==> config.mk <==
export PLATFORM = sky130hd
export DESIGN_NAME = rmc_top
export DESIGN_NICKNAME = d
export VERILOG_FILES = /design/src/rtl/rmc_pkg.sv /design/src/rtl/rmc_mode_capture.sv /design/src/rtl/rmc_status_reg.sv /design/src/rtl/rmc_cfg_latch.sv /design/src/rtl/rmc_top.sv
export SDC_FILE = /design/constraint.sdc
export NUM_CORES = 1
export LEC_CHECK = 0
export ABC_CLOCK_PERIOD_IN_PS = 900
export BUFFER_PORTS_ARGS = -buffer_cell sky130_fd_sc_hd__buf_2
export CAP_MARGIN = 0
export CORE_AREA = 4 4 49 51
export CTS_CLUSTER_DIAMETER = 150
export DETAILED_ROUTE_END_ITERATION = 8
export DIE_AREA = 0 0 53 55
export GPL_ROUTABILITY_DRIVEN = 1
export PLACE_DENSITY_LB_ADDON = 0.3
export SYNTH_ARGS = -nofsm -noshare
export SYNTH_HDL_FRONTEND = slang
export SYNTH_SLANG_ARGS = --single-unit
==> constraint.sdc <==
create_clock -name clk -period 0.9 [get_ports clk]
set_input_delay 0.18 -clock clk [delete_from_list [all_inputs] [get_ports clk]]
set_output_delay 0.18 -clock clk [all_outputs]
set_load 0.02 [all_outputs]
==> src/rtl/rmc_pkg.sv <==
// Shared types and bit positions for the reset mode and configuration latch.
package rmc_pkg;

    // Operating mode as the captured pin pair {B,A}.
    typedef enum logic [1:0] {
        MODE_BOOT   = 2'b00,
        MODE_TEST   = 2'b01,
        MODE_SINGLE = 2'b10,
        MODE_EXP    = 2'b11
    } op_mode_e;

    // Configuration bit positions inside the implemented field.
    localparam int CF_NVM_EN  = 0;
    localparam int CF_WD_OFF  = 1;
    localparam int CF_ROM_ON  = 2;
    localparam int CF_ROM_HI  = 3;
    localparam int CF_CLK_OUT = 4;

    // Number of status bits, packed at the top of the data byte.
    localparam int ST_W = 3;

endpackage

==> src/rtl/rmc_mode_capture.sv <==
// Mode pin capture.
// Samples the two mode pins on every clock edge while reset is low, and
// holds the last sample once reset is released.
// Assumes the pins are stable around the edge where reset deasserts.
module rmc_mode_capture
    import rmc_pkg::*;
(
    input  logic     clk,
    input  logic     rst_n,
    input  logic     pin_b,
    input  logic     pin_a,
    output op_mode_e mode_d,
    output op_mode_e mode_q
);

    assign mode_d = op_mode_e'({pin_b, pin_a});

    // Track the pins only while reset is held.
    always_ff @(posedge clk) begin
        if (!rst_n) begin
            mode_q <= mode_d;
        end
    end

    // the captured mode never moves outside reset.
    a_r1_mode_held: assert property (@(posedge clk) disable iff (!rst_n)
        $past(rst_n) |-> $stable(mode_q));

endmodule

==> src/rtl/rmc_status_reg.sv <==
// Mode status register.
// Holds the boot-ROM enable, special flag and mode-select bits.
// Reset values follow the live mode pins during reset.
// Write rules: the special flag can only be cleared.
// Boot enable and mode select are freely writable while special.
// Outside special, mode select takes one write per reset.
// Assumes the write strobe is one cycle per access.
module rmc_status_reg
    import rmc_pkg::*;
(
    input  logic            clk,
    input  logic            rst_n,
    input  op_mode_e        mode_d,
    input  logic            wr_en,
    input  logic [ST_W-1:0] wr_bits,   // {boot, special, mode_a}
    output logic            boot_o,
    output logic            special_o,
    output logic            mode_a_o
);

    localparam int W_BOOT = ST_W - 1;
    localparam int W_SPEC = ST_W - 2;
    localparam int W_MDA  = ST_W - 3;

    logic boot_q, spec_q, mda_q, mda_done_q;

    // Reset from the mode pins, then apply the mode-dependent write rules.
    always_ff @(posedge clk) begin
        if (!rst_n) begin
            boot_q     <= (mode_d == MODE_BOOT);
            spec_q     <= ~mode_d[1];
            mda_q      <= mode_d[0];
            mda_done_q <= 1'b0;
        end else if (wr_en) begin
            if (!wr_bits[W_SPEC]) begin
                spec_q <= 1'b0;
            end
            if (spec_q) begin
                boot_q <= wr_bits[W_BOOT];
                mda_q  <= wr_bits[W_MDA];
            end else begin
                if (!mda_done_q) begin
                    mda_q <= wr_bits[W_MDA];
                end
                mda_done_q <= 1'b1;
            end
        end
    end

    assign boot_o    = boot_q;
    assign special_o = spec_q;
    assign mode_a_o  = mda_q;

    // once clear, the special flag stays clear until reset.
    a_r3_special_no_rise: assert property (@(posedge clk) disable iff (!rst_n)
        $past(rst_n) && !$past(spec_q) |-> !spec_q);

    // boot enable is frozen while not special.
    a_r5_boot_frozen: assert property (@(posedge clk) disable iff (!rst_n)
        $past(rst_n) && !$past(spec_q) |-> $stable(boot_q));

    // after the single normal-mode write, mode select is frozen.
    a_r4_mda_once: assert property (@(posedge clk) disable iff (!rst_n)
        $past(rst_n) && !$past(spec_q) && $past(mda_done_q) |-> $stable(mda_q));

endmodule

==> src/rtl/rmc_cfg_latch.sv <==
// Configuration shadow latch.
// Loads the implemented configuration bits from the nonvolatile input on
// every reset cycle.
// ROM placement and enable are forced according to the mode.
// Direct writes are taken only while the special flag is set.
// Assumes IMPL_W covers the ROM bit positions from the package.
module rmc_cfg_latch
    import rmc_pkg::*;
#(
    parameter int IMPL_W = 5
) (
    input  logic              clk,
    input  logic              rst_n,
    input  op_mode_e          mode_d,
    input  logic [IMPL_W-1:0] nv_bits,
    input  logic              special_i,
    input  logic              wr_en,
    input  logic [IMPL_W-1:0] wr_bits,
    output logic [IMPL_W-1:0] cfg_q
);

    for (genvar i = 0; i < IMPL_W; i++) begin : g_bit
        logic rst_val;
        logic bit_q;

        if (i == CF_ROM_HI) begin : g_hi
            // Single chip forces ROM into the upper region.
            assign rst_val = nv_bits[i] | (mode_d == MODE_SINGLE);
        end else if (i == CF_ROM_ON) begin : g_on
            // Single chip forces ROM on; special test forces it off.
            assign rst_val = (nv_bits[i] | (mode_d == MODE_SINGLE))
                             & (mode_d != MODE_TEST);
        end else begin : g_plain
            assign rst_val = nv_bits[i];
        end

        // Reload on reset, direct write only in special mode.
        always_ff @(posedge clk) begin
            if (!rst_n) begin
                bit_q <= rst_val;
            end else if (wr_en && special_i) begin
                bit_q <= wr_bits[i];
            end
        end

        assign cfg_q[i] = bit_q;
    end

    // outside special mode the latch never changes.
    a_r6_cfg_frozen: assert property (@(posedge clk) disable iff (!rst_n)
        $past(rst_n) && !$past(special_i) |-> $stable(cfg_q));

    // a special-mode write lands one cycle later.
    a_r7_cfg_write: assert property (@(posedge clk) disable iff (!rst_n)
        $past(rst_n) && $past(wr_en) && $past(special_i) |-> cfg_q == $past(wr_bits));

endmodule

==> src/rtl/rmc_top.sv <==
// Reset mode and configuration latch, top level.
// Ties the mode capture, the status register and the configuration latch
// to a byte-wide register port: reg_sel=0 is status, reg_sel=1 is config.
// Read data is combinational. Assumes DATA_W >= CFG_IMPL_W + ST_W.
module rmc_top
    import rmc_pkg::*;
#(
    parameter int DATA_W     = 8,
    parameter int CFG_IMPL_W = 5
) (
    input  logic                  clk,
    input  logic                  rst_n,
    input  logic                  mode_pin_b,
    input  logic                  mode_pin_a,
    input  logic [CFG_IMPL_W-1:0] nv_cfg,
    input  logic                  reg_sel,
    input  logic                  wr_en,
    input  logic [DATA_W-1:0]     wr_data,
    output logic [DATA_W-1:0]     rd_data,
    output logic [1:0]            op_mode,
    output logic                  special_mode,
    output logic                  mode_a,
    output logic                  boot_rom_en,
    output logic                  clk_out_en,
    output logic                  rom_upper,
    output logic                  rom_on,
    output logic                  wdog_off,
    output logic                  nvm_en
);

    localparam int CFG_PAD_W = DATA_W - CFG_IMPL_W;
    localparam int ST_PAD_W  = DATA_W - ST_W;

    op_mode_e              mode_d, mode_q;
    logic                  st_boot, st_spec, st_mda;
    logic [CFG_IMPL_W-1:0] cfg_q;
    logic [DATA_W-1:0]     status_rd, cfg_rd;

    rmc_mode_capture u_cap (
        .clk    (clk),
        .rst_n  (rst_n),
        .pin_b  (mode_pin_b),
        .pin_a  (mode_pin_a),
        .mode_d (mode_d),
        .mode_q (mode_q)
    );

    rmc_status_reg u_st (
        .clk       (clk),
        .rst_n     (rst_n),
        .mode_d    (mode_d),
        .wr_en     (wr_en && !reg_sel),
        .wr_bits   (wr_data[DATA_W-1 -: ST_W]),
        .boot_o    (st_boot),
        .special_o (st_spec),
        .mode_a_o  (st_mda)
    );

    rmc_cfg_latch #(.IMPL_W(CFG_IMPL_W)) u_cfg (
        .clk       (clk),
        .rst_n     (rst_n),
        .mode_d    (mode_d),
        .nv_bits   (nv_cfg),
        .special_i (st_spec),
        .wr_en     (wr_en && reg_sel),
        .wr_bits   (wr_data[CFG_IMPL_W-1:0]),
        .cfg_q     (cfg_q)
    );

    // Register images: status zero-padded below, config one-padded above.
    assign status_rd = {st_boot, st_spec, st_mda, {ST_PAD_W{1'b0}}};
    assign cfg_rd    = {{CFG_PAD_W{1'b1}}, cfg_q};

    // Read mux.
    always_comb begin
        rd_data = reg_sel ? cfg_rd : status_rd;
    end

    assign op_mode      = mode_q;
    assign special_mode = st_spec;
    assign mode_a       = st_mda;
    assign boot_rom_en  = st_boot;
    assign clk_out_en   = cfg_q[CF_CLK_OUT];
    assign rom_upper    = cfg_q[CF_ROM_HI];
    assign rom_on       = cfg_q[CF_ROM_ON];
    assign wdog_off     = cfg_q[CF_WD_OFF];
    assign nvm_en       = cfg_q[CF_NVM_EN];

    // the first cycle after a single-chip reset has ROM forced up and on.
    a_r9_single_rom_forced: assert property (@(posedge clk) disable iff (!rst_n)
        !$past(rst_n) && (mode_q == MODE_SINGLE) |-> rom_upper && rom_on);

    // the first cycle after a special-test reset has ROM off.
    a_r9_test_rom_off: assert property (@(posedge clk) disable iff (!rst_n)
        !$past(rst_n) && (mode_q == MODE_TEST) |-> !rom_on);

    // the special flag and the captured pin B disagree right after reset.
    a_r2_special_from_pin: assert property (@(posedge clk) disable iff (!rst_n)
        !$past(rst_n) |-> special_mode == !mode_q[1]);

endmodule

==> results.json <==
{
  "core_area_um2": 1940,
  "final.min_clock_period_ps": 1220,
  "clk_pin_slew_worst_paths_ps": 60,
  "power_switching_mw": 0.351,
  "placed_area_um2": 815,
  "rsz0062_at_grt": "true",
  "initial_utilization_pct": 29.0,
  "fin_area_um2": 968,
  "antenna_found_initial": 0,
  "power_frac_clock_pct": 23.1,
  "drtPass1Iterations": 2,
  "yosysWarnings": 0,
  "syn_to_final_growth_pct": 72.0,
  "skew_ps": 1.78,
  "grt_pass1_vias": 503,
  "postCtsHoldBufs": 0,
  "dpl.hpwl_um": 990,
  "cts_root_buffer": "clkbuf_4",
  "grt_max_degree": 12,
  "htreeDepth": 1,
  "critical_path_arrival_ps": 1040,
  "vias": 484,
  "die_width_um": 53,
  "fin_ws_ps": -323,
  "synth_nets": 66,
  "combPwrFrac_pct": 30.2,
  "hold_viol": 0,
  "antennaDiodeCount": 0,
  "multi_input_area_um2": 244,
  "gp_congestion": 0.669,
  "grt_pass1_wl_um": 2040,
  "p_leak_nw": 0.443,
  "drc": 0,
  "synth_cells": 47,
  "die_y_um": 55,
  "critPathMaxFanout": 3,
  "numClockSinks": 11,
  "finalNonFillerCells": 120,
  "seqPwrFrac_pct": 46.6,
  "reg2regPathDepth": 3,
  "violations": "negative setup slack",
  "drive_gt1_share_pct": 69.9,
  "finalSetupTns_ps": -3810,
  "max_cap_violations": 0,
  "synth.ff_latch_count": 11,
  "slew_headroom_pct": 87.6,
  "end_kind": "output port",
  "ir_drop_mv": 0.981,
  "dieArea_um2": 2920,
  "layout.nets": 113,
  "viasPerCell": 4.03,
  "synth_cell_types": 18,
  "finalSetupViolations": 25,
  "grt_usage_pct": 9.56,
  "hold_depth": 1,
  "p_int_mw": 1.00,
  "finalCritPeriodShare_pct": 136,
  "fin_util_pct": 49.9,
  "wl_um": 1260,
  "cts_tree": "yes",
  "io_buffers": 36,
  "synth.yosys.seq_area_share_pct": 56.9,
  "p_total_mw": 1.35,
  "criticalPathCategory": "flip-flop to output port",
  "worst_slew_pin_slew_ps": 184,
  "required_ps": 720,
  "grt-ovfl-total": 0,
  "boundaryPins": 37,
  "syn_avg_cell_area_um2": 12.0,
  "min_path_type": "input pin to flip-flop",
  "routedWlPerCell_um": 10.5,
  "num_rows": 16,
  "worstSkewPairLatency_ps": 250,
  "nFillCells": 198,
  "place_inst": 114,
  "netlist_area_um2": 563,
  "p_sw_share_pct": 26.0,
  "start_kind": "flip-flop",
  "fmax_mhz": 818,
  "slew_violations": 0,
  "status": "complete, but fails checks",
  "numCtsBuffers": 3,
  "seq_area_um2": 320,
  "drtAntennaViolNets": 0,
  "clock_path_buffers": 2,
  "p_per_area_nw_per_um2": 1390,
  "drtIter0Drc": 4
}
-- kinds of logic (layout without fill, tap and decap cells) --
group	count (synthesis)	in the layout	share of synthesized area (%)
AOI/OAI and AO/OA	8	8	8.00
buffers and inverters	4	50	5.33
DFF	11	11	56.9
muxes	4	4	8.00
and+or+nand+nor	20	20	21.8
-- per-stage QoR --
stage / setup slack, ps / hold slack (ps)
after floorplan: -158 / 279
after global placement: -84.2 / 422
after detailed placement: -117 / 425
after CTS: -330 / 155
after global routing: -356 / 163
final: -323 / 163
-- layout make-up --
class | instances | share of cell area, %
clock buffer | 4 | 2.71
timing repair buffer | 44 | 34.8
sequential | 11 | 33.1
multi-input combinational | 32 | 25.2
inverter | 2 | 0.775
tap | 27 | 3.49
-- path summary, 6_finish.rpt --
path / slack [ps] / startpoint / endpoint
max: -320 / u_st.special_o / rd_data[6]
min: 160 / mode_pin_a / u_cap.mode_q[0]
max reg2reg: -90 / u_st.special_o / u_cfg.g_bit[4].bit_q
min reg2reg: 480 / u_st.mda_done_q / u_st.mda_done_q
-- flip-flops by register name (all words and copies together) (netlist names) --
| signal | cells |
|---|---|
| u_st.boot_o | 1 |
| u_st.mode_a_o | 1 |
| u_cfg.g_bit.bit_q | 5 |
| u_cap.mode_q | 2 |
| u_st.special_o | 1 |
| u_st.mda_done_q | 1 |
-- Yosys cell counts --
| cell type | instances | share of area [%] |
|---|---|---|
| edfxtp_1 | 10 | 53 |
| nand2b_1 | 1 | 1.1 |
| or2_2 | 3 | 3.3 |
| inv_1 | 2 | 1.3 |
| nor2_2 | 1 | 1.1 |
| o31ai_1 | 1 | 1.3 |
| o21ai_1 | 1 | 0.89 |
| nand2b_4 | 1 | 2.4 |
| o21a_1 | 1 | 1.3 |
| nand3_1 | 1 | 0.89 |
| nor2b_1 | 2 | 2.2 |
| o21ai_0 | 5 | 4.4 |
| dfxtp_1 | 1 | 3.6 |
| mux2_2 | 4 | 8.0 |
| and2_2 | 5 | 6.7 |
| nand2_1 | 5 | 3.3 |
| nor2_1 | 1 | 0.67 |
| buf_6 | 2 | 4.0 |
-- worst max-delay path: stages (launching register included) --
cell,delay [ps]
edfxtp_1,410
or2_4,250
buf_6,130
-- layer usage --
| layer | routed length [um] | track usage (%) | share of wire, % | vias up |
|---|---|---|---|---|
| li1 | - | - | - | 254 |
| met3 | 123 | 2.68 | 9.8 | 2 |
| met1 | 476 | 10.9 | 38 | 208 |
| met2 | 649 | 16.3 | 51 | 20 |
| met4 | 12 | 5.11 | 0.95 | 0 |
| met5 | 0 | 0 | 0 | - |
-- power by group through the flow --
stage | combinational (mW) | sequential (mW) | clock (mW)
after floorplan | 0.138 | 0.688 | 0
after global placement | 0.319 | 0.638 | 0
after detailed placement | 0.320 | 0.638 | 0
after CTS | 0.381 | 0.625 | 0.329
after global routing | 0.440 | 0.635 | 0.351
final | 0.408 | 0.630 | 0.312
-- what timing repair did --
item / in CTS / in global routing
cloned: 0 / 0
pin swaps: 5 / 3
setup endpoints to repair: 25 / 25
setup buffers: 1 / 1
resized for setup: 25 / 12
-- cell usage in the layout (no fill, tap or decap) --
cell type / Yosys / routed
clkbuf_1: 0 / 1
nand3_2: 0 / 1
buf_4: 0 / 9
nand2_1: 5 / 4
inv_1: 2 / 2
nand2b_4: 1 / 1
edfxtp_1: 10 / 10
nand2_4: 0 / 1
and2_2: 5 / 1
dfxtp_1: 1 / 1
o31ai_1: 1 / 1
o21ai_0: 5 / 3
mux2_2: 4 / 4
o21a_1: 1 / 1
and2_4: 0 / 4
o21ai_2: 0 / 1
or2_4: 0 / 3
nor2b_2: 0 / 1
nor2b_1: 2 / 1
nor2_1: 1 / 1
clkbuf_4: 0 / 3
buf_6: 2 / 15
nor2_2: 1 / 1
buf_2: 0 / 20
nand2b_1: 1 / 1
o21ai_1: 1 / 2
No activity file was read; power rests on OpenSTA's default activity.
